File: config.mk
export PLATFORM = sky130hd
export DESIGN_NAME = refclk_freq_mon
export DESIGN_NICKNAME = d
export VERILOG_FILES = /design/src/rtl/fmon_pkg.sv /design/src/rtl/fmon_window.sv /design/src/rtl/fmon_edge_count.sv /design/src/rtl/fmon_judge.sv /design/src/rtl/refclk_freq_mon.sv
export SDC_FILE = /design/constraint.sdc
export NUM_CORES = 1
export LEC_CHECK = 0
export ABC_AREA = 1
export BUFFER_PORTS_ARGS = -buffer_cell sky130_fd_sc_hd__buf_2
export CAP_MARGIN = 10
export CORE_MARGIN = 2
export CORE_UTILIZATION = 45
export CTS_BUF_LIST = sky130_fd_sc_hd__clkbuf_4 sky130_fd_sc_hd__clkbuf_8
export CTS_CLUSTER_SIZE = 12
export DETAILED_ROUTE_END_ITERATION = 12
export HOLD_SLACK_MARGIN = 0.06
export PLACE_DENSITY = 0.72
export SKIP_CTS_REPAIR_TIMING = 1
export SYNTH_ARGS = -nofsm -noshare
export SYNTH_HDL_FRONTEND = slang
export SYNTH_SLANG_ARGS = --single-unit
export TNS_END_PERCENT = 5
File: constraint.sdc
create_clock -name clk -period 3.6 [get_ports clk]
set_input_delay 0.36 -clock clk [delete_from_list [all_inputs] [get_ports clk]]
set_output_delay 0.36 -clock clk [all_outputs]
set_load 0.02 [all_outputs]
File: src/rtl/fmon_pkg.sv
package fmon_pkg;

    // Judgement of one window
    typedef enum logic [1:0] {
        VERD_DEAD = 2'd0,
        VERD_FAIL = 2'd1,
        VERD_PASS = 2'd2
    } verdict_e;

    // Change awaiting a confirming window
    typedef enum logic [1:0] {
        PEND_NONE = 2'd0,
        PEND_BAD  = 2'd1,
        PEND_GOOD = 2'd2
    } pend_e;

endpackage

File: src/rtl/fmon_window.sv
module fmon_window #(
    parameter int WIN_W = 32
) (
    input  logic             clk,
    input  logic             rst_n,
    input  logic [WIN_W-1:0] win_cycles,
    output logic             tick
);
    localparam logic [WIN_W:0] STEP = {{WIN_W{1'b0}}, 1'b1};

    typedef struct packed {
        logic [WIN_W-1:0] elapsed;
    } state_t;

    state_t st_q, st_d;
    logic   last_cyc;

    always_comb begin
        st_d     = st_q;
        // a length of 0 or 1 closes a window every cycle
        last_cyc = ({1'b0, st_q.elapsed} + STEP) >= {1'b0, win_cycles};
        if (last_cyc) begin
            st_d.elapsed = '0;
        end else begin
            st_d.elapsed = st_q.elapsed + 1'b1;
        end
    end

    always_ff @(posedge clk or negedge rst_n) begin
        if (!rst_n) begin
            st_q <= '0;
        end else begin
            st_q <= st_d;
        end
    end

    assign tick = last_cyc;

endmodule

File: src/rtl/fmon_edge_count.sv
module fmon_edge_count #(
    parameter int CNT_W = 16
) (
    input  logic             clk,
    input  logic             rst_n,
    input  logic             ref_in,
    input  logic             tick,
    output logic [CNT_W-1:0] total
);
    localparam logic [CNT_W-1:0] CNT_MAX = {CNT_W{1'b1}};

    typedef struct packed {
        logic             prev;
        logic [CNT_W-1:0] cnt;
    } state_t;

    state_t           st_q, st_d;
    logic             rise;
    logic [CNT_W-1:0] sum;

    always_comb begin
        st_d      = st_q;
        rise      = ref_in & ~st_q.prev;
        // saturate instead of wrapping so a fast reference still reads high
        if (rise && (st_q.cnt != CNT_MAX)) begin
            sum = st_q.cnt + 1'b1;
        end else begin
            sum = st_q.cnt;
        end
        st_d.prev = ref_in;
        st_d.cnt  = tick ? '0 : sum;
    end

    always_ff @(posedge clk or negedge rst_n) begin
        if (!rst_n) begin
            st_q <= '0;
        end else begin
            st_q <= st_d;
        end
    end

    // count including the edge seen in the closing cycle
    assign total = sum;

endmodule

File: src/rtl/fmon_judge.sv
module fmon_judge
    import fmon_pkg::*;
#(
    parameter int CNT_W = 16
) (
    input  logic             clk,
    input  logic             rst_n,
    input  logic             tick,
    input  logic [CNT_W-1:0] total,
    input  logic [CNT_W-1:0] lim_lo_out,
    input  logic [CNT_W-1:0] lim_lo_in,
    input  logic [CNT_W-1:0] lim_hi_in,
    input  logic [CNT_W-1:0] lim_hi_out,
    output logic             good,
    output pend_e            pend,
    output logic             done
);
    typedef struct packed {
        logic  good;
        pend_e pend;
        logic  done;
    } state_t;

    state_t   st_q, st_d;
    verdict_e verd;

    always_comb begin
        if ((total < lim_lo_out) || (total > lim_hi_out)) begin
            verd = VERD_FAIL;
        end else if ((total >= lim_lo_in) && (total <= lim_hi_in)) begin
            verd = VERD_PASS;
        end else begin
            verd = VERD_DEAD;
        end
    end

    always_comb begin
        st_d      = st_q;
        st_d.done = tick;
        if (tick) begin
            st_d.pend = PEND_NONE;
            if (verd == VERD_FAIL && st_q.good) begin
                if (st_q.pend == PEND_BAD) begin
                    st_d.good = 1'b0;
                end else begin
                    st_d.pend = PEND_BAD;
                end
            end else if (verd == VERD_PASS && !st_q.good) begin
                if (st_q.pend == PEND_GOOD) begin
                    st_d.good = 1'b1;
                end else begin
                    st_d.pend = PEND_GOOD;
                end
            end
        end
    end

    always_ff @(posedge clk or negedge rst_n) begin
        if (!rst_n) begin
            st_q <= '{good: 1'b0, pend: PEND_NONE, done: 1'b0};
        end else begin
            st_q <= st_d;
        end
    end

    assign good = st_q.good;
    assign pend = st_q.pend;
    assign done = st_q.done;

endmodule

File: src/rtl/refclk_freq_mon.sv
module refclk_freq_mon
    import fmon_pkg::*;
#(
    parameter int WIN_W = 32,
    parameter int CNT_W = 16
) (
    input  logic             clk,
    input  logic             rst_n,
    input  logic             ref_in,
    input  logic [WIN_W-1:0] win_cycles,
    input  logic [CNT_W-1:0] lim_lo_out,
    input  logic [CNT_W-1:0] lim_lo_in,
    input  logic [CNT_W-1:0] lim_hi_in,
    input  logic [CNT_W-1:0] lim_hi_out,
    input  logic             hold_good,
    output logic             ref_good,
    output logic             win_done
);
    logic             tick;
    logic [CNT_W-1:0] total;
    logic             stat_good;
    pend_e            stat_pend;

    fmon_window #(.WIN_W(WIN_W)) u_window (
        .clk        (clk),
        .rst_n      (rst_n),
        .win_cycles (win_cycles),
        .tick       (tick)
    );

    fmon_edge_count #(.CNT_W(CNT_W)) u_count (
        .clk    (clk),
        .rst_n  (rst_n),
        .ref_in (ref_in),
        .tick   (tick),
        .total  (total)
    );

    fmon_judge #(.CNT_W(CNT_W)) u_judge (
        .clk        (clk),
        .rst_n      (rst_n),
        .tick       (tick),
        .total      (total),
        .lim_lo_out (lim_lo_out),
        .lim_lo_in  (lim_lo_in),
        .lim_hi_in  (lim_hi_in),
        .lim_hi_out (lim_hi_out),
        .good       (stat_good),
        .pend       (stat_pend),
        .done       (win_done)
    );

    assign ref_good = hold_good | stat_good;

endmodule

==> metrics.txt, run 1 <==
I/O Buffers=between 100 and 150; CP required=approximately 3.9 ns; Via Count=4,965; reg2reg path depth=24; crit end category=register; RSZ-0062 raised after global routing=yes; initial drt markers=169; WP data arrival=3.96 ns; setup ws final=-0.1060 ns; first-pass GRT wire length=20,310 µm; IO Count=102; max-slew violations=0; Initial Utilization=45.70%; Post-synth EDFFs=0; Max-Cap Viols=0; mapped cell area=around 5400 µm²; Die Height=113.8 µm; Worst R2R Setup Slack=-0.11 ns; maximum vdd drop=0.1668 mV; first-pass iteration count of the detailed router=4; antenna cells=0; flops & latches, synth=53; Finished Cell Area=about 6500 µm²; initial antenna violation count=0; vias per cell=4.756; drt wl/cell=11.74 µm; Setup Slack @ Placement=-0.06042 ns; ratio of final minimum period to clock period=102.9%; Slew @ Worst Pin=roughly 0.62 ns; leak pwr=4.046 nW; gr ovfl total=0; layout cells sized above 1=between 20% and 30%; clk sink count=53; CP endpoint=u_judge.pend[1]; Post-DP Area=6227 µm²; predominant post-synthesis flop cell=dfrtp_1; Post-Synthesis Cells=roughly 770; later-pin clock latency in the skew report=0.30 ns; Longest Clk Path Bufs=2; register area share after synthesis=24.47%; status=finished, violations left; CTS tree=done; Setup violations, final=48; Reg clk slew, reported paths=~0.090 ns; Worst Clk Skew=approximately 0.0032 ns; Relative slew margins=58.44%; Worst setup startpoint=u_window.st_q[0]; asr flop ratio synth=100.0%; total CTS buffers=5; Ys Warns=0; Root Driver=clkbuf_8; failing checks=setup timing; final hold vios=0; Die W=113.8 µm; Cell Rows=40; WS Path Type=reg -> reg; Hold Crit Class=in -> async; area grow syn2layout=20.71%; GRT Total Usage=a little under a fifth; Post-Synthesis Mean Instance Area=7.012 µm²; Post-DRT Antenna Nets=0; number of global-route vias before repair=approximately 4,700; final wirelength=approximately 12,000 µm; fmax=269.8 MHz; drt drc=0; Die Area=12,940 µm²; core area=11,860 µm²; pwr/cell area=239.2 nW/µm²; Critical Path Start Type=register; Tmin final=3.706 ns; Critical Path Fanout Max=4; reg2reg start=u_window.st_q[0]; Yosys cell types=39; hpwl dp=~10,000 µm; gp weighted congestion=0.9459; # H-tree levels=2; RR Endpoint=u_judge.pend[1]; nets=1,091; Syn Nets=a little under 1,000; pin count of the biggest net entering global routing=28
==> placed cells by master, fill, tap and decap left out, drive strengths merged, types with 3 or more instances in the layout <==
cell type  Yosys  routed
inv          198     198
nand2        133     133
buf            3     121
nor2         104     104
ha            95      95
dfrtp         53      53
a21oi         41      41
xor2          33      33
nand4         23      23
nor3          22      22
nand3         20      20
o21ai         17      17
a211oi         6       6
clkbuf         2       5
nor4           4       4
or2            3       3
==> stage by stage <==
stage	utilization [%]	setup TNS, ns	std cells	total power (W)	hold WS (ns)
3_3_place_gp	52.50	0	1033	0.001090	0.4154
2_1_floorplan	-	0	773	0.0009412	0.06441
5_1_grt	55.16	-10.85	1044	0.001690	0.09833
6_report	55.16	-2.970	1044	0.001565	0.06086
4_1_cts	53.63	-1.220	1041	0.001571	0.07931
3_5_place_dp	52.50	-0.5504	1033	0.001102	0.4139
==> worst max-delay path, cell delays in order (launching register included) <==
cell	delay [ns]
dfrtp_1	0.40
ha_2	0.20
nand2_2	0.07
nor2_4	0.12
nand2_4	0.09
nor2_4	0.11
nand4_4	0.09
nor2_2	0.16
or3b_4	0.42
nor3_4	0.20
xor2_1	0.23
inv_1	0.11
ha_4	0.28
nand2_2	0.06
nor2_2	0.12
nand4_1	0.15
nor2_2	0.15
nand3b_1	0.10
nand3_2	0.11
nor2_4	0.05
nor2_1	0.10
nand2_1	0.07
nor2_2	0.12
nand3_1	0.08
nand2_1	0.06
==> kinds of logic (layout without fill, tap and decap cells) <==
logic type | count (synthesis) | in the layout | share of synthesized area, %
buffers and inverters | 203 | 327 | 14.13
adder cells (fa/ha/maj) | 95 | 95 | 21.93
AND/OR/NAND/NOR | 315 | 315 | 26.39
XOR/XNOR | 35 | 35 | 5.656
flip-flops | 53 | 53 | 24.47
AO/OA/AOI/OAI | 72 | 72 | 7.433
==> registers in the layout (all words and copies together), names as in the netlist <==
| register | cells |
|---|---|
| u_window.st_q | 32 |
| u_judge.good | 1 |
| u_count.st_q | 17 |
| u_judge.done | 1 |
| u_judge.pend | 2 |
==> power breakdown <==
| part | switching (W) | leakage (nW) | total (W) | internal, W |
|---|---|---|---|---|
| logic | 0.000265 | 3.26 | 0.000452 | 0.000187 |
| clock network | 0.000197 | 0.0681 | 0.000473 | 0.000276 |
| registers | 0.0000205 | 0.721 | 0.000640 | 0.000619 |
==> cells in the mapped netlist (2+ instances only) <==
cell      count  area (µm²)
a211oi_1      6       45.04
a21oi_1      41       205.2
a31oi_1       2       12.51
buf_2         3       15.01
clkbuf_1      2       7.510
dfrtp_1      53        1326
ha_1         95        1189
inv_1       195       732.0
inv_2         3       11.26
nand2_1     129       484.2
nand2_2       2       12.51
nand2_4       2       22.52
nand3_1      20       100.1
nand3b_1      2       15.01
nand4_1      22       137.6
nor2_1       90       337.8
nor2_2       12       75.07
nor2_4        2       22.52
nor3_1       18       90.09
nor3_2        4       40.04
nor4_1        3       18.77
o21ai_0      15       75.07
o221a_2       2       22.52
or2_2         2       12.51
xnor2_1       2       17.52
xor2_1       33       289.0
==> worst min-delay path by stage <==
stage	from	to	cells after the start	slack, ns
after floorplan	rst_n	u_count.st_q[0]	0	0.06
after global placement	rst_n	u_count.st_q[16]	1	0.42
after detailed placement	rst_n	u_count.st_q[16]	1	0.41
after CTS	rst_n	u_count.st_q[16]	1	0.08
after global routing	rst_n	u_count.st_q[16]	1	0.1
final	rst_n	u_window.st_q[24]	1	0.06
==> layer usage <==
layer  vias up  part of all wire, %  track usage (%)
met5         -                    0                0
met4         0                 0.61            3.333
met3         7                  3.3            1.913
met2        93                   50            35.01
met1      2199                   46            24.87
li1       2666                    -                -
==> area by class of cell <==
class,instances,area (µm²)
fillers,1151,5319
multi-input cells,517,3473
flip-flops and latches,53,1326
inverters,198,745.7
repair buffers,121,679.4
well taps,147,183.9
clock buffers,5,68.82
clock inverters,3,65.06
No activity file was read; power rests on OpenSTA's default activity.
==> inputs of run 2 (changes only) <==
--- a/config.mk
+++ b/config.mk
@@ -13,8 +13,10 @@
 export CTS_BUF_LIST = sky130_fd_sc_hd__clkbuf_4 sky130_fd_sc_hd__clkbuf_8
 export CTS_CLUSTER_SIZE = 12
 export DETAILED_ROUTE_END_ITERATION = 12
+export GPL_TIMING_DRIVEN = 0
 export HOLD_SLACK_MARGIN = 0.06
 export PLACE_DENSITY = 0.72
+export REMOVE_ABC_BUFFERS = 1
 export SKIP_CTS_REPAIR_TIMING = 1
 export SYNTH_ARGS = -nofsm -noshare
 export SYNTH_HDL_FRONTEND = slang
==> run 2 against run 1 <==
The flow still finishes with violations (setup timing). Maximum frequency fell by 6.9%. Utilization barely moved. Final cell count fell by 0.29%. Largest cell class unchanged. Largest power group unchanged.
==> metrics.txt, run 2 (synthesized netlist as in run 1, its figures left out) <==
initial antenna violation count=0; Post-DRT Antenna Nets=0; Top reg by flops=u_window.st_q; final hold vios=0; max-slew violations=0; Root Driver=clkbuf_8; Setup Slack @ Placement=-0.8095 ns; WP data arrival=4.19 ns; nets=~1,100; Post-DP Area=approximately 6100 µm²; CP required=3.81 ns; setup ws final=-0.3828 ns; vias per cell=about 4.8; Hold Crit Class=in -> reg; I/O Buffers=101; WS Path Type=reg -> reg; Critical Path Start Type=register; TNS Setup=-14.84 ns; final wirelength=12,080 µm; Finished Cell Area=6538 µm²; CTS tree=done; Via Count=4,988; pin count of the biggest net entering global routing=54; area grow syn2layout=20.61%; Max-Cap Viols=0; clk sink count=53; max reg flops=32; Fillers=1,183; GRT Total Usage=18.03%; Longest Clk Path Bufs=2; gr ovfl total=0; Die Area=around 13,000 µm²; later-pin clock latency in the skew report=0.31 ns; crit end category=register; RSZ-0062 raised after global routing=yes; layout cells sized above 1=20.81%; antenna cells=0; Slew @ Worst Pin=0.6991 ns; Die W=113.8 µm; Tmin final=3.983 ns; Relative slew margins=52.90%; Critical Path Fanout Max=5; IO Count=102; total CTS buffers=5; initial drt markers=222; number of global-route vias before repair=4,561; Worst Clk Skew=roughly 0.015 ns; drt drc=0; Setup violations, final=52; ratio of final minimum period to clock period=110.6%; Initial Utilization=45.70%; commonest cells after routing, fill and taps aside=inv_1 (194), nand2_1 (125), buf_2 (101), ha_1 (92), nor2_1 (86); first-pass iteration count of the detailed router=5; pwr/cell area=218.4 nW/µm²; most common cell after layout, fill and taps aside=inv_1; maximum vdd drop=~0.20 mV; status=finished, violations left; Cell Rows=40; leak pwr=4.043 nW; first-pass GRT wire length=a little under 20,000 µm; Die Height=roughly 110 µm; fmax=251.1 MHz; gp weighted congestion=0.8678; core area=11,860 µm²; Final Non-Filler Cells=1,041; drt wl/cell=11.61 µm; Reg clk slew, reported paths=0.10 ns; hpwl dp=9486 µm; failing checks=setup timing; Util after Layout=between 50 and 60%; placed cells=1,016; # H-tree levels=2
==> run 2: cell count changes in the layout (fill, tap and decap cells not counted), moves of 3 or more <==
cell | previous run | this run
xor2_1 | 33 | 30
nand3_1 | 19 | 16
nand3_2 | 1 | 4
nor2_2 | 15 | 11
xor2_2 | 0 | 3
nor2_4 | 4 | 7
buf_4 | 17 | 12
==> run 2: cell type report <==
class / count / area, µm² / share of cell area (%)
repair inverters: 2 / 20.02 / 0.3062
clock buffers: 5 / 68.82 / 1.053
inverters: 198 / 755.7 / 11.56
flip-flops and latches: 53 / 1326 / 20.29
well taps: 147 / 183.9 / 2.813
multi-input cells: 517 / 3520 / 53.84
clock inverters: 3 / 26.28 / 0.4019
repair buffers: 116 / 636.9 / 9.742
==> run 2: final timing paths <==
path / start / endpoint / slack [ns] / depth (start not counted)
min in group asynchronous: rst_n / u_window.st_q[23] / 0.47 / 2
setup / recovery: u_window.st_q[0] / u_judge.pend[1] / -0.38 / 25
setup reg to reg: u_window.st_q[0] / u_judge.pend[1] / -0.38 / 25
hold reg to reg: u_judge.pend[1] / u_judge.pend[1] / 0.52 / 2
hold / removal: ref_in / u_count.st_q[16] / 0.16 / 1
max in group asynchronous: rst_n / u_window.st_q[8] / 2.60 / 3
==> run 2: critical path, cell delays in order (launching register included) <==
cell	delay [ns]
dfrtp_1	0.44
ha_2	0.22
nand2_2	0.07
nor2_4	0.14
nand2_4	0.07
nor2_4	0.15
nand4_4	0.11
nor2_4	0.13
or3b_4	0.40
nor3_4	0.22
xor2_1	0.23
inv_1	0.11
ha_4	0.24
a21oi_2	0.12
o21ai_1	0.10
nand4_1	0.11
nand3_2	0.09
nor2_2	0.14
nand3_2	0.09
nor2_4	0.28
buf_6	0.15
nor2_1	0.03
nand2_1	0.07
nor2_2	0.04
nand3_1	0.07
nand2_1	0.05
==> run 2: metal layers <==
metal / part of all wire (%) / wire (µm) / GRT usage (%) / up-vias
li1: - / - / - / 2656
met1: 47 / 5674 / 23.51 / 2216
met2: 48 / 5852 / 33.33 / 108
met3: 3.9 / 466 / 1.435 / 8
met4: 0.72 / 87 / 2.683 / 0
met5: 0 / 0 / 0 / -
==> run 2: where the power goes <==
| part | switching (W) | internal [W] |
|---|---|---|
| clock network | 0.000212 | 0.000142 |
| logic | 0.000250 | 0.000182 |
| registers | 0.0000211 | 0.000619 |
==> run 2: metrics by stage <==
stage	power [W]	hold WS, ns
2_1_floorplan	0.0009412	0.06441
3_3_place_gp	0.001074	0.4843
3_5_place_dp	0.001085	0.4875
4_1_cts	0.001437	0.1572
5_1_grt	0.001549	0.1511
6_report	0.001428	0.1645
==> inputs of run 3 (changes only) <==
--- a/config.mk
+++ b/config.mk
@@ -17,8 +17,10 @@
 export HOLD_SLACK_MARGIN = 0.06
 export PLACE_DENSITY = 0.72
 export REMOVE_ABC_BUFFERS = 1
+export SETUP_SLACK_MARGIN = 0.3
 export SKIP_CTS_REPAIR_TIMING = 1
 export SYNTH_ARGS = -nofsm -noshare
 export SYNTH_HDL_FRONTEND = slang
+export SYNTH_HIERARCHICAL = 1
 export SYNTH_SLANG_ARGS = --single-unit
 export TNS_END_PERCENT = 5
==> run 3 against run 2 <==
Worst hold slack worse by 0.0082 ns. Critical path type unchanged. Synthesized cell count grew 15%. The run now ends clean. Register-to-register slack improved by 0.73 ns. Synthesized area grew 7.9%.
==> metrics.txt, run 3 <==
Reg clk slew, reported paths=0.11 ns; WP data arrival=about 3.5 ns; RR Endpoint=u_judge/good; drt drc=0; register area share after synthesis=22.67%; Die W=118.0 µm; vias per cell=4.819; initial antenna violation count=0; Initial Utilization=around 46%; later-pin clock latency in the skew report=0.32 ns; predominant post-synthesis flop cell=dfrtp_1; flops & latches, synth=53; Hold Crit Class=in -> reg; largest cells by area after synthesis=dfrtp_1 (23%), ha_1 (21%), inv_1 (14%), nand2_1 (13%), nor2_1 (6.9%); I/O Buffers=101; most common cell after layout, fill and taps aside=inv_1; Critical Path Fanout Max=8; Worst Hold End=u_count/st_q[16]; M3 GR Usage=2.180%; internal cell power=0.0009835 W; Setup violations, final=0; RSZ-0062 raised after global routing=yes; final hold vios=0; mapped cell area=5849 µm²; pin count of the biggest net entering global routing=54; Comb pwr share=32.6%; Worst Clk Skew=0.009089 ns; Post-DRT Antenna Nets=0; nets=approximately 1,200; first-pass GRT wire length=around 23,000 µm; Post-Synthesis Cells=888; Net Switching=0.0005266 W; crit-path cells=inv_1, nor3_1, nand3_1, nor2_1, nand3_1, nand2_1, inv_1, ha_1, nand2_1, nor2_4, nand3_2, a21oi_4, nor2_4, nand3_4, inv_4, nor2_4, nand3_2, nor2_2, nand3_1, nand2_1; total CTS buffers=5; ratio of final minimum period to clock period=about 90%; setup ws final=0.3466 ns; core area=12,670 µm²; Post-Synthesis Mean Instance Area=6.587 µm²; maximum vdd drop=around 0.17 mV; Hold WS=0.1563 ns; cell taking the most area after synthesis=dfrtp_1; layout cells sized above 1=23.83%; Top reg by flops=u_window/st_q; Post-synth EDFFs=0; asr flop ratio synth=100.0%; gr ovfl total=0; Slew @ Worst Pin=0.5912 ns; status=completed; first-pass iteration count of the detailed router=5; Finished Cell Area=7327 µm²; most frequent cell after synthesis=inv_1; area grow syn2layout=25.26%; Most Crowded Layer GR=met2; Ys Warns=6; Worst R2R Setup Slack=between 0.3 and 0.4 ns; antenna cells=0; reg2reg path depth=20; sw frac=34.87%; crit end category=register; fmax=307.4 MHz; max reg flops=32; CP required=3.86 ns; gp weighted congestion=a little under 1; hold wc startpoint=ref_in; hpwl dp=approximately 11,000 µm; Cell Rows=41; initial drt markers=slightly below 300; commonest cells after routing, fill and taps aside=inv_1 (200), nand2_1 (195), buf_2 (101), nor2_1 (95), ha_1 (90); # H-tree levels=2; Critical Path Start Type=register; Tmin final=3.253 ns; hold path cells=1; post-synth top area share=a little under a quarter; Die Height=118.0 µm; Post-DP Area=approximately 6500 µm²; Sequential Power Share=42.7%; Via Count=5,764; pwr/cell area=206.1 nW/µm²; Longest Clk Path Bufs=2; Relative slew margins=60.47%; leak pwr=4.516 nW; CP peak stage delay=between 0.3 and 0.4 ns; GR Util met1=23.85%; Max-Cap Viols=0; max-slew violations=0; CP max-delay cell=dfrtp_1; reg2reg start=u_window/st_q[14]; total power=~0.0015 W; clk sink count=53; clock share of power=24.7%; GRT Total Usage=between 10% and 20%; Die Area=13,930 µm²; GR met2 Demand/Resource=37.03%; number of global-route vias before repair=5,212; IO Count=102; drt wl/cell=12.44 µm; CTS tree=done; synth cell count leaders=inv_1 (211), nand2_1 (207), nor2_1 (108); final wirelength=14,880 µm; Yosys cell types=30; Root Driver=clkbuf_8; WS Path Type=reg -> reg; Setup Slack @ Placement=-0.7884 ns
-- run 3: cell count changes after synthesis, moves of 9 or more --
cell and change:
nand3_1 +28, nand2_1 +78, nand4_1 -9, nor2_1 +18
xor2_1 -10, inv_1 +16
-- run 3: worst max-delay path, delay by kind of cell, from the launching register on --
kind,cells,cell delay (ns)
fa+ha+maj,1,0.28
buf+inv,3,0.25
flops,1,0.39
simple gates,15,2.07
compound gates,1,0.20
-- run 3: stage by stage --
stage          std cells  TNS [ns]  utilization, %
2_1_floorplan        882         0               -
3_3_place_gp        1155    -22.02           51.44
3_5_place_dp        1155    -22.16           51.44
4_1_cts             1163    -22.90           52.23
5_1_grt             1196         0           57.83
6_report            1196         0           57.83
-- run 3: power by group through the flow --
stage	logic [W]	clock network, W	registers, W
2_1_floorplan	0.000326	0	0.000652
3_3_place_gp	0.000462	0	0.000656
3_5_place_dp	0.000473	0	0.000657
4_1_cts	0.000478	0.000385	0.000645
5_1_grt	0.000589	0.000416	0.000650
6_report	0.000492	0.000373	0.000645
-- run 3: worst max path at each step --
stage	startpoint	end	slack (ns)	depth (start not counted)
finish	u_window/st_q[14]	u_judge/good	0.35	20
global route	u_window/st_q[14]	u_judge/good	0.17	22
CTS	u_window/st_q[0]	u_judge/pend[1]	-0.81	25
detailed placement	u_window/st_q[0]	u_judge/pend[1]	-0.79	25
global placement	u_window/st_q[0]	u_judge/pend[1]	-0.80	25
floorplan	u_window/st_q[0]	u_judge/pend[1]	0.21	24
-- run 3: cell type report --
class | instances | area, µm²
clock buffers | 6 | 82.58
clock inverters | 2 | 17.52
fillers | 1201 | 5344
inverters | 215 | 812.0
multi-input cells | 617 | 4103
flip-flops and latches | 53 | 1331
well taps | 172 | 215.2
repair buffers | 131 | 765.7
-- run 3: cell families (layout without fill, tap and decap cells) --
family,count (synthesis),count (layout),share of synthesized area [%]
fa+ha+maj,97,97,20.75
buf+inv,221,354,14.69
xor+xnor,26,26,3.893
simple gates,422,425,31.59
flops,53,53,22.67
compound gates,69,69,6.396
-- run 3: routing by layer --
metal  part of all wire (%)  vias up  wire length [µm]
met5                      0        -                 0
met4                    2.1        0               319
met3                    4.9       29               731
met2                     50      168              7450
met1                     43     2557              6378
li1                       -     3010                 -
